[src/rtl/spd_pkg.sv]
// Shared types and widths for the presence-detect EEPROM slave.
// Assumes a 7-bit device address split into a fixed high part and a strap part.
package spd_pkg;
    localparam int DEV_W  = 7;
    localparam int SA_W   = 3;
    localparam int HI_W   = DEV_W - SA_W;
    localparam int BYTE_W = 8;
    localparam int BIT_CW = 4;

    typedef enum logic [2:0] {
        S_IDLE, S_ADDR, S_AACK, S_RX, S_DACK, S_TX, S_MACK
    } link_state_e;

    typedef enum logic [1:0] {
        G_NONE, G_ARRAY, G_LOCK, G_SENSE
    } dev_group_e;
endpackage

[src/rtl/spd_line_sync.sv]
// Brings SCL/SDA into the clock domain and flags bus events.
// Assumes the bus is much slower than clk; both lines share one depth so
// their relative order is preserved.
module spd_line_sync #(
    parameter int STAGES = 2
) (
    input  logic clk,
    input  logic rst_n,
    input  logic scl_pin,
    input  logic sda_pin,
    output logic sda_bit,
    output logic scl_level,
    output logic scl_rise,
    output logic scl_fall,
    output logic start_ev,
    output logic stop_ev
);
    logic [STAGES-1:0] scl_chain, sda_chain;
    logic scl_prev, sda_prev;

    generate
        if (STAGES == 1) begin : g_single
            // Single-flop capture of both lines.
            always_ff @(posedge clk) begin
                if (!rst_n) begin
                    scl_chain <= '1;
                    sda_chain <= '1;
                end else begin
                    scl_chain <= scl_pin;
                    sda_chain <= sda_pin;
                end
            end
        end else begin : g_multi
            // Multi-flop shift chain for both lines.
            always_ff @(posedge clk) begin
                if (!rst_n) begin
                    scl_chain <= '1;
                    sda_chain <= '1;
                end else begin
                    scl_chain <= {scl_chain[STAGES-2:0], scl_pin};
                    sda_chain <= {sda_chain[STAGES-2:0], sda_pin};
                end
            end
        end
    endgenerate

    // Previous synchronized levels for edge detection.
    always_ff @(posedge clk) begin
        if (!rst_n) begin
            scl_prev <= 1'b1;
            sda_prev <= 1'b1;
        end else begin
            scl_prev <= scl_chain[STAGES-1];
            sda_prev <= sda_chain[STAGES-1];
        end
    end

    assign sda_bit   = sda_chain[STAGES-1];
    assign scl_level = scl_chain[STAGES-1];
    assign scl_rise  = scl_level && !scl_prev;
    assign scl_fall  = !scl_level && scl_prev;
    assign start_ev  = scl_level && scl_prev && sda_prev && !sda_bit;
    assign stop_ev   = scl_level && scl_prev && !sda_prev && sda_bit;
endmodule

[src/rtl/spd_addr_decode.sv]
// Maps a received 7-bit device address onto one of the three groups.
// Assumes each group is a fixed high part plus the slot strap; the lock group
// vanishes once the lock is set, and the sensor group exists only if enabled.
module spd_addr_decode
    import spd_pkg::*;
#(
    parameter logic [DEV_W-1:0] ARRAY_BASE = 7'h50,
    parameter logic [DEV_W-1:0] LOCK_BASE  = 7'h30,
    parameter logic [DEV_W-1:0] SENSE_BASE = 7'h18,
    parameter bit               SENSE_EN   = 1'b1
) (
    input  logic [DEV_W-1:0] dev_addr,
    input  logic [SA_W-1:0]  strap,
    input  logic             locked,
    output dev_group_e       grp
);
    logic slot_ok, array_hit, lock_hit, sense_hit;

    assign slot_ok   = (dev_addr[SA_W-1:0] == strap);
    assign array_hit = slot_ok && (dev_addr[DEV_W-1:SA_W] == ARRAY_BASE[DEV_W-1:SA_W]);
    assign lock_hit  = slot_ok && !locked
                       && (dev_addr[DEV_W-1:SA_W] == LOCK_BASE[DEV_W-1:SA_W]);

    generate
        if (SENSE_EN) begin : g_sense
            assign sense_hit = slot_ok
                && (dev_addr[DEV_W-1:SA_W] == SENSE_BASE[DEV_W-1:SA_W]);
        end else begin : g_nosense
            assign sense_hit = 1'b0;
        end
    endgenerate

    // Pick the matching group.
    always_comb begin
        if (array_hit)      grp = G_ARRAY;
        else if (lock_hit)  grp = G_LOCK;
        else if (sense_hit) grp = G_SENSE;
        else                grp = G_NONE;
    end
endmodule

[src/rtl/spd_array.sv]
// Byte store with a preload port and a bus write port; asynchronous read.
// Assumes preload has priority; contents are not cleared by reset.
module spd_array #(
    parameter int AW = 8,
    parameter int DW = 8
) (
    input  logic          clk,
    input  logic          pl_we,
    input  logic [AW-1:0] pl_addr,
    input  logic [DW-1:0] pl_data,
    input  logic          bus_we,
    input  logic [AW-1:0] bus_addr,
    input  logic [DW-1:0] bus_data,
    input  logic [AW-1:0] rd_addr,
    output logic [DW-1:0] rd_data
);
    localparam int DEPTH = 1 << AW;
    logic [DW-1:0] mem [DEPTH];

    // Single write port, preload first.
    always_ff @(posedge clk) begin
        if (pl_we)       mem[pl_addr]  <= pl_data;
        else if (bus_we) mem[bus_addr] <= bus_data;
    end

    assign rd_data = mem[rd_addr];
endmodule

[src/rtl/spd_link_fsm.sv]
// Byte-level protocol engine: address phase, ACK handling, word pointer,
// lock flag and sensor snapshot. Assumes event inputs are single-cycle pulses
// from the line synchronizer and that SDA is only pulled low or released.
module spd_link_fsm
    import spd_pkg::*;
#(
    parameter int AW = 8
) (
    input  logic              clk,
    input  logic              rst_n,
    input  logic              scl_level,
    input  logic              scl_rise,
    input  logic              scl_fall,
    input  logic              start_ev,
    input  logic              stop_ev,
    input  logic              sda_bit,
    input  dev_group_e        dec_grp,
    input  logic [2*BYTE_W-1:0] temp_in,
    input  logic [BYTE_W-1:0] rd_data,
    output logic [DEV_W-1:0]  dev_addr,
    output logic              locked,
    output logic              sda_oe,
    output logic              mem_we,
    output logic [AW-1:0]     mem_addr,
    output logic [BYTE_W-1:0] mem_data,
    output logic [AW-1:0]     rd_addr
);
    link_state_e          state;
    dev_group_e           grp;
    logic [BIT_CW-1:0]    cnt;
    logic [BYTE_W-1:0]    sh;
    logic                 rd_mode, first_byte, mack, sense_lo;
    logic [AW-1:0]        ptr;
    logic [2*BYTE_W-1:0]  temp_q;
    logic [BYTE_W-1:0]    tx_byte;
    logic                 at_boundary;

    assign dev_addr = sh[BYTE_W-1:1];
    assign rd_addr  = ptr;
    assign at_boundary = (state == S_IDLE)
        || ((state == S_ADDR || state == S_RX) && cnt <= BIT_CW'(1));

    // Next byte to transmit for the active group.
    always_comb begin
        case (grp)
            G_ARRAY: tx_byte = rd_data;
            G_SENSE: tx_byte = sense_lo ? temp_q[BYTE_W-1:0] : temp_q[2*BYTE_W-1:BYTE_W];
            default: tx_byte = '1;
        endcase
    end

    // Protocol state, shifting, pointer and lock updates.
    always_ff @(posedge clk) begin
        if (!rst_n) begin
            state      <= S_IDLE;
            grp        <= G_NONE;
            cnt        <= '0;
            sh         <= '0;
            rd_mode    <= 1'b0;
            first_byte <= 1'b0;
            mack       <= 1'b0;
            sense_lo   <= 1'b0;
            ptr        <= '0;
            temp_q     <= '0;
            locked     <= 1'b0;
            sda_oe     <= 1'b0;
            mem_we     <= 1'b0;
            mem_addr   <= '0;
            mem_data   <= '0;
        end else begin
            mem_we <= 1'b0;
            if (stop_ev) begin
                state  <= S_IDLE;
                sda_oe <= 1'b0;
            end else if (start_ev) begin
                sda_oe <= 1'b0;
                cnt    <= '0;
                state  <= at_boundary ? S_ADDR : S_IDLE;
            end else begin
                case (state)
                    S_ADDR: begin
                        if (scl_rise) begin
                            sh  <= {sh[BYTE_W-2:0], sda_bit};
                            cnt <= cnt + 1'b1;
                        end else if (scl_fall && cnt == BIT_CW'(BYTE_W)) begin
                            if (dec_grp != G_NONE) begin
                                grp      <= dec_grp;
                                rd_mode  <= sh[0];
                                temp_q   <= temp_in;
                                sense_lo <= 1'b0;
                                sda_oe   <= 1'b1;
                                state    <= S_AACK;
                            end else begin
                                state <= S_IDLE;
                            end
                        end
                    end
                    S_AACK: begin
                        if (scl_fall) begin
                            cnt <= '0;
                            if (grp == G_LOCK && !rd_mode) locked <= 1'b1;
                            if (rd_mode) begin
                                sh     <= tx_byte;
                                sda_oe <= ~tx_byte[BYTE_W-1];
                                if (grp == G_ARRAY) ptr <= ptr + 1'b1;
                                if (grp == G_SENSE) sense_lo <= ~sense_lo;
                                state  <= S_TX;
                            end else begin
                                sda_oe     <= 1'b0;
                                first_byte <= 1'b1;
                                state      <= S_RX;
                            end
                        end
                    end
                    S_RX: begin
                        if (scl_rise) begin
                            sh  <= {sh[BYTE_W-2:0], sda_bit};
                            cnt <= cnt + 1'b1;
                        end else if (scl_fall && cnt == BIT_CW'(BYTE_W)) begin
                            sda_oe <= 1'b1;
                            state  <= S_DACK;
                            if (grp == G_ARRAY) begin
                                first_byte <= 1'b0;
                                if (first_byte) begin
                                    ptr <= sh;
                                end else begin
                                    mem_we   <= !locked;
                                    mem_addr <= ptr;
                                    mem_data <= sh;
                                    ptr      <= ptr + 1'b1;
                                end
                            end
                        end
                    end
                    S_DACK: begin
                        if (scl_fall) begin
                            sda_oe <= 1'b0;
                            cnt    <= '0;
                            state  <= S_RX;
                        end
                    end
                    S_TX: begin
                        if (scl_rise) begin
                            cnt <= cnt + 1'b1;
                        end else if (scl_fall) begin
                            if (cnt == BIT_CW'(BYTE_W)) begin
                                sda_oe <= 1'b0;
                                state  <= S_MACK;
                            end else begin
                                sh     <= {sh[BYTE_W-2:0], 1'b0};
                                sda_oe <= ~sh[BYTE_W-2];
                            end
                        end
                    end
                    S_MACK: begin
                        if (scl_rise) begin
                            mack <= ~sda_bit;
                        end else if (scl_fall) begin
                            cnt <= '0;
                            if (mack) begin
                                sh     <= tx_byte;
                                sda_oe <= ~tx_byte[BYTE_W-1];
                                if (grp == G_ARRAY) ptr <= ptr + 1'b1;
                                if (grp == G_SENSE) sense_lo <= ~sense_lo;
                                state  <= S_TX;
                            end else begin
                                state <= S_IDLE;
                            end
                        end
                    end
                    default: begin
                        sda_oe <= 1'b0;
                    end
                endcase
            end
        end
    end

    // Output enable may only switch on after SCL has fallen.
    p_drive_after_fall_r10: assert property (@(posedge clk) disable iff (!rst_n)
        $rose(sda_oe) |-> ($past(scl_fall) && !scl_level));

    // Idle never pulls the line.
    p_idle_released_r10: assert property (@(posedge clk) disable iff (!rst_n)
        (state == S_IDLE) |-> !sda_oe);

    // Lock is sticky.
    p_lock_sticky_r2: assert property (@(posedge clk) disable iff (!rst_n)
        $past(locked) |-> locked);

    // Lock group is never acknowledged once locked.
    p_lock_nack_r3: assert property (@(posedge clk) disable iff (!rst_n)
        (state == S_AACK && grp == G_LOCK) |-> !locked);

    // No array store while locked.
    p_no_store_locked_r4: assert property (@(posedge clk) disable iff (!rst_n)
        mem_we |-> !locked);

    // Each acknowledged array read byte advances the pointer.
    p_ptr_step_r6: assert property (@(posedge clk) disable iff (!rst_n)
        (state == S_MACK && scl_fall && mack && grp == G_ARRAY
         && !start_ev && !stop_ev) |=> (ptr == $past(ptr) + 1'b1));
endmodule

[src/rtl/spd_presence_slave.sv]
// Top of the presence-detect EEPROM slave: synchronizer, decoder, protocol
// engine and byte store. Assumes an external open-drain pad that pulls the
// data line low while sda_oe is high.
module spd_presence_slave
    import spd_pkg::*;
#(
    parameter int               AW         = 8,
    parameter int               SYNC_DEPTH = 2,
    parameter logic [DEV_W-1:0] ARRAY_BASE = 7'h50,
    parameter logic [DEV_W-1:0] LOCK_BASE  = 7'h30,
    parameter logic [DEV_W-1:0] SENSE_BASE = 7'h18,
    parameter bit               SENSE_EN   = 1'b1
) (
    input  logic                clk,
    input  logic                rst_n,
    input  logic                scl,
    input  logic                sda_in,
    output logic                sda_oe,
    input  logic [SA_W-1:0]     sa,
    input  logic                pl_we,
    input  logic [AW-1:0]       pl_addr,
    input  logic [BYTE_W-1:0]   pl_data,
    input  logic [2*BYTE_W-1:0] temp_in
);
    logic sda_bit, scl_level, scl_rise, scl_fall, start_ev, stop_ev;
    logic locked, mem_we;
    logic [DEV_W-1:0]  dev_addr;
    logic [AW-1:0]     mem_addr, rd_addr;
    logic [BYTE_W-1:0] mem_data, rd_data;
    dev_group_e        dec_grp;

    spd_line_sync #(.STAGES(SYNC_DEPTH)) u_sync (
        .clk(clk), .rst_n(rst_n), .scl_pin(scl), .sda_pin(sda_in),
        .sda_bit(sda_bit), .scl_level(scl_level), .scl_rise(scl_rise),
        .scl_fall(scl_fall), .start_ev(start_ev), .stop_ev(stop_ev)
    );

    spd_addr_decode #(
        .ARRAY_BASE(ARRAY_BASE), .LOCK_BASE(LOCK_BASE),
        .SENSE_BASE(SENSE_BASE), .SENSE_EN(SENSE_EN)
    ) u_dec (
        .dev_addr(dev_addr), .strap(sa), .locked(locked), .grp(dec_grp)
    );

    spd_link_fsm #(.AW(AW)) u_fsm (
        .clk(clk), .rst_n(rst_n), .scl_level(scl_level), .scl_rise(scl_rise),
        .scl_fall(scl_fall), .start_ev(start_ev), .stop_ev(stop_ev),
        .sda_bit(sda_bit), .dec_grp(dec_grp), .temp_in(temp_in),
        .rd_data(rd_data), .dev_addr(dev_addr), .locked(locked),
        .sda_oe(sda_oe), .mem_we(mem_we), .mem_addr(mem_addr),
        .mem_data(mem_data), .rd_addr(rd_addr)
    );

    spd_array #(.AW(AW), .DW(BYTE_W)) u_mem (
        .clk(clk), .pl_we(pl_we), .pl_addr(pl_addr), .pl_data(pl_data),
        .bus_we(mem_we), .bus_addr(mem_addr), .bus_data(mem_data),
        .rd_addr(rd_addr), .rd_data(rd_data)
    );
endmodule

[config.mk]
export PLATFORM = sky130hd
export DESIGN_NAME = spd_presence_slave
export DESIGN_NICKNAME = d
export VERILOG_FILES = /design/src/rtl/spd_pkg.sv /design/src/rtl/spd_line_sync.sv /design/src/rtl/spd_addr_decode.sv /design/src/rtl/spd_array.sv /design/src/rtl/spd_link_fsm.sv /design/src/rtl/spd_presence_slave.sv
export SDC_FILE = /design/constraint.sdc
export NUM_CORES = 2
export LEC_CHECK = 0
export CAP_MARGIN = 20
export CORE_MARGIN = 2
export CORE_UTILIZATION = 60
export CTS_BUF_LIST = sky130_fd_sc_hd__clkbuf_8
export CTS_CLUSTER_SIZE = 12
export DETAILED_ROUTE_END_ITERATION = 10
export PLACE_DENSITY = 0.76
export SLEW_MARGIN = 0
export SYNTH_ARGS = -nofsm -noshare
export SYNTH_HDL_FRONTEND = slang
export SYNTH_SLANG_ARGS = --single-unit
[constraint.sdc]
create_clock -name clk -period 8.5 [get_ports clk]
set_input_delay 1.7 -clock clk [delete_from_list [all_inputs] [get_ports clk]]
set_output_delay 1.7 -clock clk [all_outputs]
set_load 0.01 [all_outputs]
Word level (Yosys, flattened, before mapping)
Memories as Yosys holds them, arrays and structs flattened. A register that Yosys moved wholly into a read port is not among the register bits.
Cells that the tools add are included.
{"block": "classes", "n_lt_le_gt_ge": 1, "n_bitwise": 12, "muxes": 89, "reduce_logical": 48, "eq_ne": 43, "addsub": 2}
{"op": "8-bit two-way mux", "count": 24}
{"op": "3-bit two-way mux", "count": 14}
{"op": "12-bit AND reduction", "count": 3}
{"op": "1-bit two-way mux", "count": 35}
{"op": "8-bit case mux with 4 select lines", "count": 1}
{"op": "8-bit case mux with 3 select lines", "count": 1}
{"op": "11-bit AND reduction", "count": 2}
{"op": "2-bit inequality test, second input constant", "count": 10}
{"op": "3-bit inequality test, second input constant", "count": 6}
{"op": "3-bit case mux with 6 select lines", "count": 1}
{"op": "4-bit two-way mux", "count": 4}
{"op": "8-bit case mux with 2 select lines", "count": 1}
{"op": "8-bit OR reduction", "count": 2}
{"op": "3-bit by 2-bit inequality test with 1-bit output, second input constant", "count": 5}
{"op": "1-bit logical AND", "count": 14}
{"op": "2-bit by 1-bit inequality test with 1-bit output, second input constant", "count": 7}
{"op": "1-bit inverter", "count": 12}
{"op": "4-bit case mux with 3 select lines", "count": 1}
{"op": "3-bit equality test, second input constant", "count": 3}
{"op": "8-bit by 1-bit adder with 8-bit output, second input constant", "count": 1}
{"op": "4-bit equality test, second input constant", "count": 2}
{"op": "2-bit two-way mux", "count": 4}
{"op": "4-bit AND reduction", "count": 2}
{"op": "8-bit AND reduction", "count": 1}
{"op": "25 further kinds", "count": 39}
{"block": "totals", "mem_count": 1, "wordCells": 215, "inputBits": 40, "ramBits": 2048, "ff_bits": 70}
{"memory": "u_mem.mem", "words": 256, "width": 8, "read_ports": 1, "rd_ports_with_merged_regs": 1, "write_ports": 1, "line_no": "spd_array.sv:18", "text": "logic [DW-1:0] mem [DEPTH];"}

Logic depth before layout (Yosys ltp)
{"block": "logic_depth", "ltp_word": 11, "mapped_depth": 13, "ltp_nobuf": 10}

Modules after synthesis
From an unflattened synthesis, not the netlist that was laid out.
{"block": "unflattened", "cells_unflattened": 4245, "hier_area_um2": 83933.0}
{"mod": "spd_array", "area_per_inst_um2": 80384.6, "cells_per_inst": 3825, "n_inst": 1}
{"mod": "spd_link_fsm", "area_per_inst_um2": 3290.7, "cells_per_inst": 394, "n_inst": 1}
{"mod": "spd_line_sync", "area_per_inst_um2": 190.2, "cells_per_inst": 16, "n_inst": 1}
{"mod": "spd_addr_decode", "area_per_inst_um2": 67.6, "cells_per_inst": 10, "n_inst": 1}

Worst setup path after synthesis
No wires, ideal clock.
{"block": "synth_timing", "kind": "input-to-reg", "start": "input pl_we", "end": "memory u_mem.mem[0][0] (data pin)", "path_stages": 3, "setup_time_ps": 555, "path_buffers": 1, "arrival_time_ps": 4068, "t_required_ps": 7945, "slack_ps": 3877, "path_cell_list": "nand2b_1 > buf_1 > mux2_2"}
{"block": "synth_via", "elab_chain_len": 4}
{"element": "from (decl)", "line_no": "spd_presence_slave.sv:20", "text": "input logic pl_we,"}
{"element": "1-bit two-way mux", "line_no": "spd_array.sv:22", "text": "if (pl_we) mem[pl_addr] <= pl_data;"}
{"element": "1-bit two-way mux (implied by the code)", "line_no": "spd_array.sv:23", "text": "else if (bus_we) mem[bus_addr] <= bus_data;"}
{"element": "8-bit OR reduction (no source line)"}
{"element": "8-bit two-way mux (no source line)"}
{"element": "to (decl)", "line_no": "spd_array.sv:18"}
No other way between the ends.

==> impl_metrics.toml <==
[synthesis]
ys_seq_elements = 2126
synth_top_family_by_area = "multiplexers"
synth-async-reset-ratio_pct = 0
synthTopCellsByArea = "edfxtp_1, mux4_2, dfxtp_1"
yosys.area.top_type = "edfxtp_1"
synth_cell_types = 63
synth-adder-area-share_pct = 0.0602
synthesis.area_mm2 = 0.0831
synth-warning-count = 0
yosysSeqAreaShare_pct = 75.9
yosysTopAreaCellShare_pct = 74.0
synthXorXnorAreaFrac_pct = 0.0949
syn-num-nets = 4039
avgSynthCellArea_um2 = 20.8
yosys.area_share.simple_pct = 3.32
synth_compound_area_share_pct = 2.56
yosys-mux-area-fraction_pct = 16.7
synth-edff-count = 2048
synthFlopType = "edfxtp_1"
syn_inst = 3995

[timing]
skew_ns = 0.0503
tightest_slew_ns = 1.21
setup_slack_ns = 3.62
tns_ns = 0
finalSetupViolations = 0
slew_violations = 0
holdWs_ns = 0.415
min_period_ns = 4.88
fmax_ghz = 0.205
final.period_utilization_pct = 57.5
hold_viol = 0
rsz0062_at_grt = "false"
slew_headroom_pct = 19.4

[clocking]
hold_buffers = 0
tritoncts = "built"
clkSinkCount = 2126
worstSkewPairLatency_ns = 1.03
clock_path_buffers = 4
post_cts_resized = 0
cts_made_buffers = 333
cts-root-buf = "clkbuf_8"
postCtsSetupBuffers = 0
htreeDepth = 5
clk_pin_slew_worst_paths_ns = 0.07

[routing]
drt_wl_total_um = 216000
wire_per_inst_um = 34.6
viasPerCell = 7.00
drc = 0
drt_iter0_drc = 7024
num_vias = 43700
final_antenna_net_count = 0
drtPass1Iterations = 6

[global_routing]
grtUsageTotal_pct = 30.9
top_usage_layer = "met2"
grt_pass1_vias = 42300
antenna_found_initial = 10
met3_usage_pct = 8.84
met2_usage_pct = 46.2
grt-ovfl-total = 0
grt_max_degree = 169
grt_pass1_wl_um = 307000
use_met1_pct = 43.7

[critical_path]
crit_path_end_kind = "flop"
start_kind = "flop"
path_max_fanout = 55
critPathKind = "flop to flop"
cp_data_arrival_time_ns = 5.75
cp.required_ns = 9.37

[floorplanning]
core_region_area_mm2 = 0.137
die_w_um = 376
die_area_mm2 = 0.141
start_util_pct = 60.4
die-height_um = 376
boundaryPins = 41
rows = 136

[placement]
hpwl_um = 125000
port_buffers = 40
place_congestion = 0.963
dp_slack_ns = 2.99

[pwr]
power_leakage_nw = 27.4
power.total_mw = 19.8
power_frac_clock_pct = 40.5
power.density_mw_per_mm2 = 216
cell_internal_pwr_mw = 15.7
peakVddDrop_mv = 0.199
seqPwrFrac_pct = 58.0
p_sw_share_pct = 21.0
power_frac_comb_pct = 1.5
switching_power_mw = 4.17

[min_path]
hold_path_class = "flop to flop"

[outcome]
status = "complete, no violations"

[flow_run]
cap_violations = 0

[final_layout]
nNetsFinal = 4241
drive_gt1_share_pct = 24.9
synthToLayoutAreaGrowth_pct = 10.3
[synth_stat cells, types with 15 or more instances]
cell	number
clkbuf_1	121
nor3_1	19
a22oi_1	81
nand2_1	175
a31oi_1	15
nand2b_1	21
mux4_2	590
nor2_1	308
a21boi_0	35
nor2b_1	23
nand3_1	38
mux2i_1	45
o21ai_0	41
buf_2	81
buf_1	27
a21oi_1	65
edfxtp_1	2048
dfxtp_1	78
[path summary, 6_finish.rpt]
path	start	endpoint	slack (ns)	cells past startpoint
setup / recovery	flop	u_fsm.sh[0]	3.62	9
hold / removal	u_sync.sda_chain[0]	u_sync.sda_chain[1]	0.41	1
setup reg to reg	flop	u_fsm.sh[0]	3.62	9
hold reg to reg	u_sync.sda_chain[0]	u_sync.sda_chain[1]	0.41	1
[final cells by class]
cell class | instances | area, µm²
sequential | 2126 | 63100
inverter | 16 | 60.1
antenna | 8 | 20.0
clock inverter | 236 | 1290
fill | 8439 | 45800
timing repair buffer | 106 | 1110
multi-input combinational | 1614 | 19100
clock buffer | 346 | 4760
tap | 1794 | 2240
[kinds of logic after synthesis]
kind of cell / count (synthesis)
compound gates: 314
xor+xnor: 9
fa+ha+maj: 4
buf+inv: 255
flops: 2126
mux: 648
simple gates: 639
[cells in the final DEF (no fill, tap or decap), types with 15 or more instances in the layout]
cell type and count:
edfxtp_1 2048, mux4_2 590, clkbuf_8 346, nor2_1 304, nand2_1 170, inv_1 94, clkinv_1 92, a22oi_1 81
dfxtp_1 73, a21oi_1 65, buf_4 48, clkinv_2 46, mux2i_1 45, o21ai_0 41, clkdlybuf4s50_1 39, nand3_1 38
a21boi_0 35, nand2b_1 21, nor2b_1 19, nor3_1 19, buf_12 16, a31oi_1 15
[power groups by stage]
| stage | logic (mW) | clock network [mW] | registers [mW] |
|---|---|---|---|
| CTS | 0.307 | 8.08 | 11.5 |
| global route | 0.322 | 8.51 | 11.5 |
| finish | 0.305 | 8.03 | 11.5 |
| floorplan | 0.122 | 0 | 11.7 |
| detailed placement | 0.308 | 0 | 11.7 |
| global placement | 0.305 | 0 | 11.7 |
[registers in the layout, indices dropped and copies added (netlist names), 2 cells and up, named ones only]
name and flops:
u_fsm.temp_q 16, u_sync.sda_chain 2, u_mem.mem 2048, u_fsm.state 3, u_fsm.grp 2, u_fsm.rd_addr 8, u_fsm.sh 8, u_fsm.cnt 4
u_fsm.mem_data 8, u_fsm.mem_addr 8, u_sync.scl_chain 2
[worst max-delay path: stages (launching register included)]
cell and delay, ns:
dfxtp_4 0.81, buf_12 0.43, buf_4 0.53, mux4_2 0.64
a22oi_1 0.25, a21oi_1 0.10, nor3_1 0.87, o22ai_1 0.44
nor3_1 0.43, o21ai_0 0.11
[through the flow]
step	utilization [%]	std cells	area, µm²
final	66.7	6246	91600
after global routing	66.6	6241	91600
after CTS	66.6	6235	91600
after detailed placement	62.2	5653	85500
after global placement	62.2	5653	85500
after floorplan	-	3995	83100
[metal layers]
layer | up-vias | wire length, µm
met3 | 512 | 29500
met1 | 22500 | 77300
met5 | - | 0
li1 | 17000 | -
met2 | 3676 | 100000
met4 | 0 | 8800
Power figures use the tool's default switching activity.
